File: config.mk
export PLATFORM = sky130hd
export DESIGN_NAME = core_pwr_seq
export DESIGN_NICKNAME = d
export VERILOG_FILES = /design/src/rtl/cps_pkg.sv /design/src/rtl/cps_settle_timer.sv /design/src/rtl/cps_out_map.sv /design/src/rtl/core_pwr_seq.sv
export SDC_FILE = /design/constraint.sdc
export NUM_CORES = 1
export LEC_CHECK = 0
export ABC_AREA = 1
export CAP_MARGIN = 10
export CORE_MARGIN = 1.5
export CORE_UTILIZATION = 53
export DETAILED_ROUTE_END_ITERATION = 10
export DONT_BUFFER_PORTS = 1
export PLACE_DENSITY_LB_ADDON = 0.2
export SLEW_MARGIN = 20
export SYNTH_ARGS = -nofsm -noshare
export SYNTH_HDL_FRONTEND = slang
export SYNTH_SLANG_ARGS = --single-unit
File: constraint.sdc
create_clock -name clk -period 1.6 [get_ports clk]
set_clock_uncertainty 0.1 [all_clocks]
set_input_delay 0.08 -clock clk [delete_from_list [all_inputs] [get_ports clk]]
set_output_delay 0.08 -clock clk [all_outputs]
set_load 0.01 [all_outputs]
File: src/rtl/cps_pkg.sv
package cps_pkg;

  typedef enum logic [2:0] {
    S_RUN,
    S_DOZE,
    S_FLUSH,
    S_NAP,
    S_SLEEP,
    S_SETTLE
  } pstate_e;

  localparam logic [1:0] PM_RUN   = 2'b00;
  localparam logic [1:0] PM_DOZE  = 2'b01;
  localparam logic [1:0] PM_NAP   = 2'b10;
  localparam logic [1:0] PM_SLEEP = 2'b11;

  typedef struct packed {
    logic       core_clk_en;
    logic       tb_clk_en;
    logic       io_clk_en;
    logic       snoop_en;
    logic       dispatch_en;
    logic       flush_req;
    logic [1:0] mode_pins;
  } pwr_out_t;

  localparam pwr_out_t OUT_RUN = '{1'b1, 1'b1, 1'b1, 1'b1, 1'b1, 1'b0, PM_RUN};

endpackage

File: src/rtl/cps_settle_timer.sv
module cps_settle_timer #(
  parameter int SETTLE_CYCLES = 4
) (
  input  logic clk,
  input  logic rst,
  input  logic start,
  output logic done
);
  localparam int CW = (SETTLE_CYCLES > 1) ? $clog2(SETTLE_CYCLES + 1) : 1;
  localparam logic [CW-1:0] LAST = CW'(SETTLE_CYCLES - 1);

  logic [CW-1:0] cnt_q;

  always_ff @(posedge clk) begin
    if (rst) begin
      cnt_q <= '0;
    end else if (start) begin
      cnt_q <= '0;
    end else if (cnt_q != LAST) begin
      cnt_q <= cnt_q + 1'b1;
    end
  end

  assign done = (cnt_q == LAST);
endmodule

File: src/rtl/cps_out_map.sv
module cps_out_map
  import cps_pkg::*;
(
  input  pstate_e  st,
  input  logic [1:0] lp_code,
  output pwr_out_t o
);
  always_comb begin
    o = OUT_RUN;
    unique case (st)
      S_RUN: o = OUT_RUN;
      S_DOZE: begin
        o.dispatch_en = 1'b0;
        o.mode_pins   = PM_DOZE;
      end
      S_FLUSH: begin
        o.dispatch_en = 1'b0;
        o.flush_req   = 1'b1;
      end
      S_NAP: begin
        o.core_clk_en = 1'b0;
        o.snoop_en    = 1'b0;
        o.dispatch_en = 1'b0;
        o.mode_pins   = PM_NAP;
      end
      S_SLEEP: begin
        o.core_clk_en = 1'b0;
        o.tb_clk_en   = 1'b0;
        o.io_clk_en   = 1'b0;
        o.snoop_en    = 1'b0;
        o.dispatch_en = 1'b0;
        o.mode_pins   = PM_SLEEP;
      end
      S_SETTLE: begin
        o.snoop_en    = 1'b0;
        o.dispatch_en = 1'b0;
        o.mode_pins   = lp_code;
      end
      default: o = OUT_RUN;
    endcase
  end
endmodule

File: src/rtl/core_pwr_seq.sv
module core_pwr_seq
  import cps_pkg::*;
#(
  parameter int SETTLE_CYCLES = 4
) (
  input  logic       clk,
  input  logic       rst,
  input  logic       req_valid,
  input  logic [1:0] mode_req,
  input  logic       flush_done,
  input  logic       irq_pending,
  input  logic       wake_evt,
  output logic       core_clk_en,
  output logic       tb_clk_en,
  output logic       io_clk_en,
  output logic       snoop_en,
  output logic       dispatch_en,
  output logic       flush_req,
  output logic [1:0] mode_pins
);
  pstate_e    st_q, st_d;
  logic [1:0] tgt_q, tgt_d;
  logic [1:0] lp_q, lp_d;
  logic       settle_start, settle_done, wake;
  pwr_out_t   out_d, out_q;

  assign wake = irq_pending | wake_evt;

  cps_settle_timer #(.SETTLE_CYCLES(SETTLE_CYCLES)) u_timer (
    .clk  (clk),
    .rst  (rst),
    .start(settle_start),
    .done (settle_done)
  );

  always_comb begin
    st_d         = st_q;
    tgt_d        = tgt_q;
    lp_d         = lp_q;
    settle_start = 1'b0;
    unique case (st_q)
      S_RUN: begin
        if (req_valid) begin
          unique case (mode_req)
            PM_DOZE: begin
              st_d = S_DOZE;
              lp_d = PM_DOZE;
            end
            PM_NAP, PM_SLEEP: begin
              st_d  = S_FLUSH;
              tgt_d = mode_req;
            end
            default: st_d = S_RUN;
          endcase
        end
      end
      S_DOZE, S_NAP, S_SLEEP: begin
        if (wake) begin
          st_d         = S_SETTLE;
          settle_start = 1'b1;
        end
      end
      S_FLUSH: begin
        if (wake) begin
          st_d = S_RUN;
        end else if (flush_done) begin
          st_d = (tgt_q == PM_SLEEP) ? S_SLEEP : S_NAP;
          lp_d = tgt_q;
        end
      end
      S_SETTLE: begin
        if (settle_done) st_d = S_RUN;
      end
      default: st_d = S_RUN;
    endcase
  end

  cps_out_map u_map (
    .st     (st_d),
    .lp_code(lp_d),
    .o      (out_d)
  );

  always_ff @(posedge clk) begin
    if (rst) begin
      st_q  <= S_RUN;
      tgt_q <= PM_NAP;
      lp_q  <= PM_RUN;
      out_q <= OUT_RUN;
    end else begin
      st_q  <= st_d;
      tgt_q <= tgt_d;
      lp_q  <= lp_d;
      out_q <= out_d;
    end
  end

  assign core_clk_en = out_q.core_clk_en;
  assign tb_clk_en   = out_q.tb_clk_en;
  assign io_clk_en   = out_q.io_clk_en;
  assign snoop_en    = out_q.snoop_en;
  assign dispatch_en = out_q.dispatch_en;
  assign flush_req   = out_q.flush_req;
  assign mode_pins   = out_q.mode_pins;
endmodule

==> impl_metrics.csv <==
group,metric,value,unit
status,outcome,"completed",
clocking,cts_tree,"yes",
min_path,hold_path.startpoint,"flush_done",
grt,grt_use_total,18.2,%
floorplan,dieArea,0.00191,mm²
clocking,cts_buffers,3,
floorplan,die_w,43.7,µm
placed_design,detailed_place_hpwl,1.23,mm
placed_design,io_buffers,0,
worst_setup_path,crit_family,"simple AND/OR/NAND/NOR gates",
timing,worst_pin_slew,293,ps
route,drc,0,
worst_setup_path,crit_arrival,1590,ps
floorplan,rows,14,
worst_setup_path,reg2reg_slack,110,ps
yosys,syn_inst,119,
timing,relSlewSlack,80.3,%
route,ant_nets,0,
yosys,yosysSeqAreaShare,38.7,%
yosys,synth_edf_count,0,
yosys,yosysMostFrequentCell,"nand2_1",
layout,diodes,0,
floorplan,fp.dieH,43.7,µm
worst_setup_path,worstSetupPathType,"reg -> reg",
floorplan,core,0.00152,mm²
grt,grt_overflow,0,
route,drt-initial-drc-count,11,
timing,setup_violations,0,
worst_setup_path,reg2reg_depth,9,
worst_setup_path,crit_chain,"ha_4 > ha_4 > inv_2 > nand4_1 > nand2_2 > nor2_8 > nand3_2 > nand2_2 > inv_1",
placed_design,place_congestion,0.807,
yosys,synth_seq_cells,17,
worst_setup_path,startpoint_type,"flop",
grt,antenna_found_initial,0,
placed_design,dp_slack,36.5,ps
worst_setup_path,r2r-end,"core_clk_en",
yosys,syn_nets,129,
power_and_ir_drop,p_leak,0.487,nW
worst_setup_path,crit_slowest_cell,"dfxtp_2",
yosys,avgSynthCellArea,7.38,µm²
grt,first_global_vias,646,
worst_setup_path,critPathRequiredTime,1690,ps
worst_setup_path,slowest_delay,360,ps
power_and_ir_drop,pwr_density_cell,1330,mW/mm²
yosys,async_flop_share,0,%
grt,grt_max_degree,10,
clocking,cts_sinks,17,
clocking,cts_root_buffer,"clkbuf_4",
route,dr.pass1.iters,4,
yosys,synth-main-ff-cell,"dfxtp_1",
timing,period_share,93.3,%
clocking,cts_buffer_depth,2,
layout,drive_above_1_share,27.3,%
min_path,holdPathEnd,"lp_q[0]",
min_path,hold_depth,5,
timing,min_period,1490,ps
min_path,hold_class,"in -> reg",
yosys,synth_warnings,0,
timing,slew_violations,0,
yosys,synthTopCellsByArea,"dfxtp_1 39%, nand2_1 12%, inv_1 7.3%, nor2_1 6.4%, nand3_2 4.6%",
timing,whs,40.5,ps
floorplan,pin_count,16,
route,wl_per_cell,10.8,µm
worst_setup_path,r2r-start,"u_timer.cnt_q[1]",
flow_run,cap_viol_max_count,0,
power_and_ir_drop,vdd_drop_max,0.000753,V
layout,layoutNonFillerInstCount,144,
yosys,synth_top_area_share,38.7,%
worst_setup_path,cp_max_fo,7,
yosys,synth_commonest_cells,"28 x nand2_1, 17 x dfxtp_1, 17 x inv_1",
yosys,synth_cell_type_count,23,
grt,grt_pass1_wl,2.55,mm
worst_setup_path,crit_buf_inv,2,
clocking,worstSkewPairLatency,290,ps
route,drt_wl_total,1.55,mm
route,viasPerCell,4.92,
timing,hold_viol_final,0,
layout,area_growth,14.5,%
clocking,cts.reportedPaths.clkPinSlew,90,ps
timing,worst_slack,107,ps
clocking,cts_max_level,1,
timing,fmax,0.670,GHz
yosys,synthesis.area,878,µm²
worst_setup_path,cp-startpoint,"u_timer.cnt_q[1]",
route,dr_total_vias,709,
layout,fill_cells,147,
placed_design,dp.cells,135,
floorplan,initial_core_util,57.6,%
layout,final_nets,139,
worst_setup_path,cp-end-kind,"flop",
yosys,yosysTopAreaCell,"dfxtp_1",
==> worst reg2reg max path: stages (launching register included) <==
cell,delay (ps)
dfxtp_2,360
ha_4,140
ha_4,120
inv_2,30
nand4_1,110
nand2_2,110
nor2_8,190
nand3_2,100
nand2_2,100
inv_1,40
==> layout make-up <==
class | instances | area, µm² | share of cell area (%)
Tap cell | 16 | 20.0 | 1.99
Inverter | 20 | 77.6 | 7.71
Timing Repair Buffer | 6 | 55.1 | 5.47
Sequential cell | 17 | 344 | 34.2
Multi-Input combinational cell | 81 | 483 | 48.0
Clock buffer | 4 | 26.3 | 2.61
==> layer usage <==
metal	global-route usage [%]	routed length [µm]	up-vias
li1	-	-	384
met1	22.3	691	314
met2	30.0	805	7
met4	9.09	21	0
met5	0	0	-
met3	3.75	33	4
==> sequential cells by signal, summed over array words and instances (netlist names) <==
register       count
st_q               3
u_timer.cnt_q      3
lp_q               2
mode_pins          2
tgt_q              2
core_clk_en        1
dispatch_en        1
flush_req          1
snoop_en           1
tb_clk_en          1
==> where the power goes <==
part | leakage (nW) | switching [mW] | internal, mW
clock network | 0.0150 | 0.125 | 0.0970
logic | 0.332 | 0.308 | 0.203
registers | 0.140 | 0.0864 | 0.522
total | 0.487 | 0.519 | 0.822
==> timing repair <==
item / in CTS / in global routing
hold buffers: 4 / 0
endpoints found under the setup margin: 0 / 5
buffers inserted: 0 / 1
gates resized for setup: 0 / 11
hold endpoints to repair: 15 / 0
==> cells in the final DEF, fill, tap and decap left out, types with 2 or more instances in the layout <==
cell type / count
inv_2: 4
nand2_4: 3
dlygate4sd3_1: 4
nor2_2: 3
nand3_2: 4
buf_4: 2
nand2_2: 6
clkbuf_4: 3
dfxtp_2: 3
dfxtp_1: 14
nand2_1: 27
o21ai_0: 5
ha_4: 2
a21oi_1: 2
nand3_1: 7
inv_1: 15
nor2_1: 14
==> cell families (layout without fill, tap and decap cells) <==
| logic type | Yosys count | in the layout | share of synthesized area [%] |
|---|---|---|---|
| AOI/OAI and AO/OA | 11 | 11 | 7.69 |
| and+or+nand+nor | 67 | 67 | 40.0 |
| xor gates and xnor gates | 1 | 1 | 0.997 |
| buffers and inverters | 21 | 30 | 9.69 |
| DFF | 17 | 17 | 38.7 |
| adders and majority gates | 2 | 2 | 2.85 |
==> how the worst max path moves through the flow <==
stage,endpoint,cells after the start
2_1_floorplan,core_clk_en,10
3_3_place_gp,mode_pins[1],8
3_5_place_dp,mode_pins[1],8
4_1_cts,mode_pins[1],8
5_1_grt,core_clk_en,9
6_report,core_clk_en,9
==> metrics by stage <==
stage               utilization (%)  area (µm²)  total power, mW  TNS (ps)
global placement               58.9         898             1.06         0
floorplan                         -         878            0.988         0
detailed placement             58.9         898             1.07         0
global route                   66.0        1010             1.44     -3.83
CTS                            63.3         965             1.30         0
finish                         66.0        1010             1.34         0
Note: power is estimated with default switching activity, not from simulation.
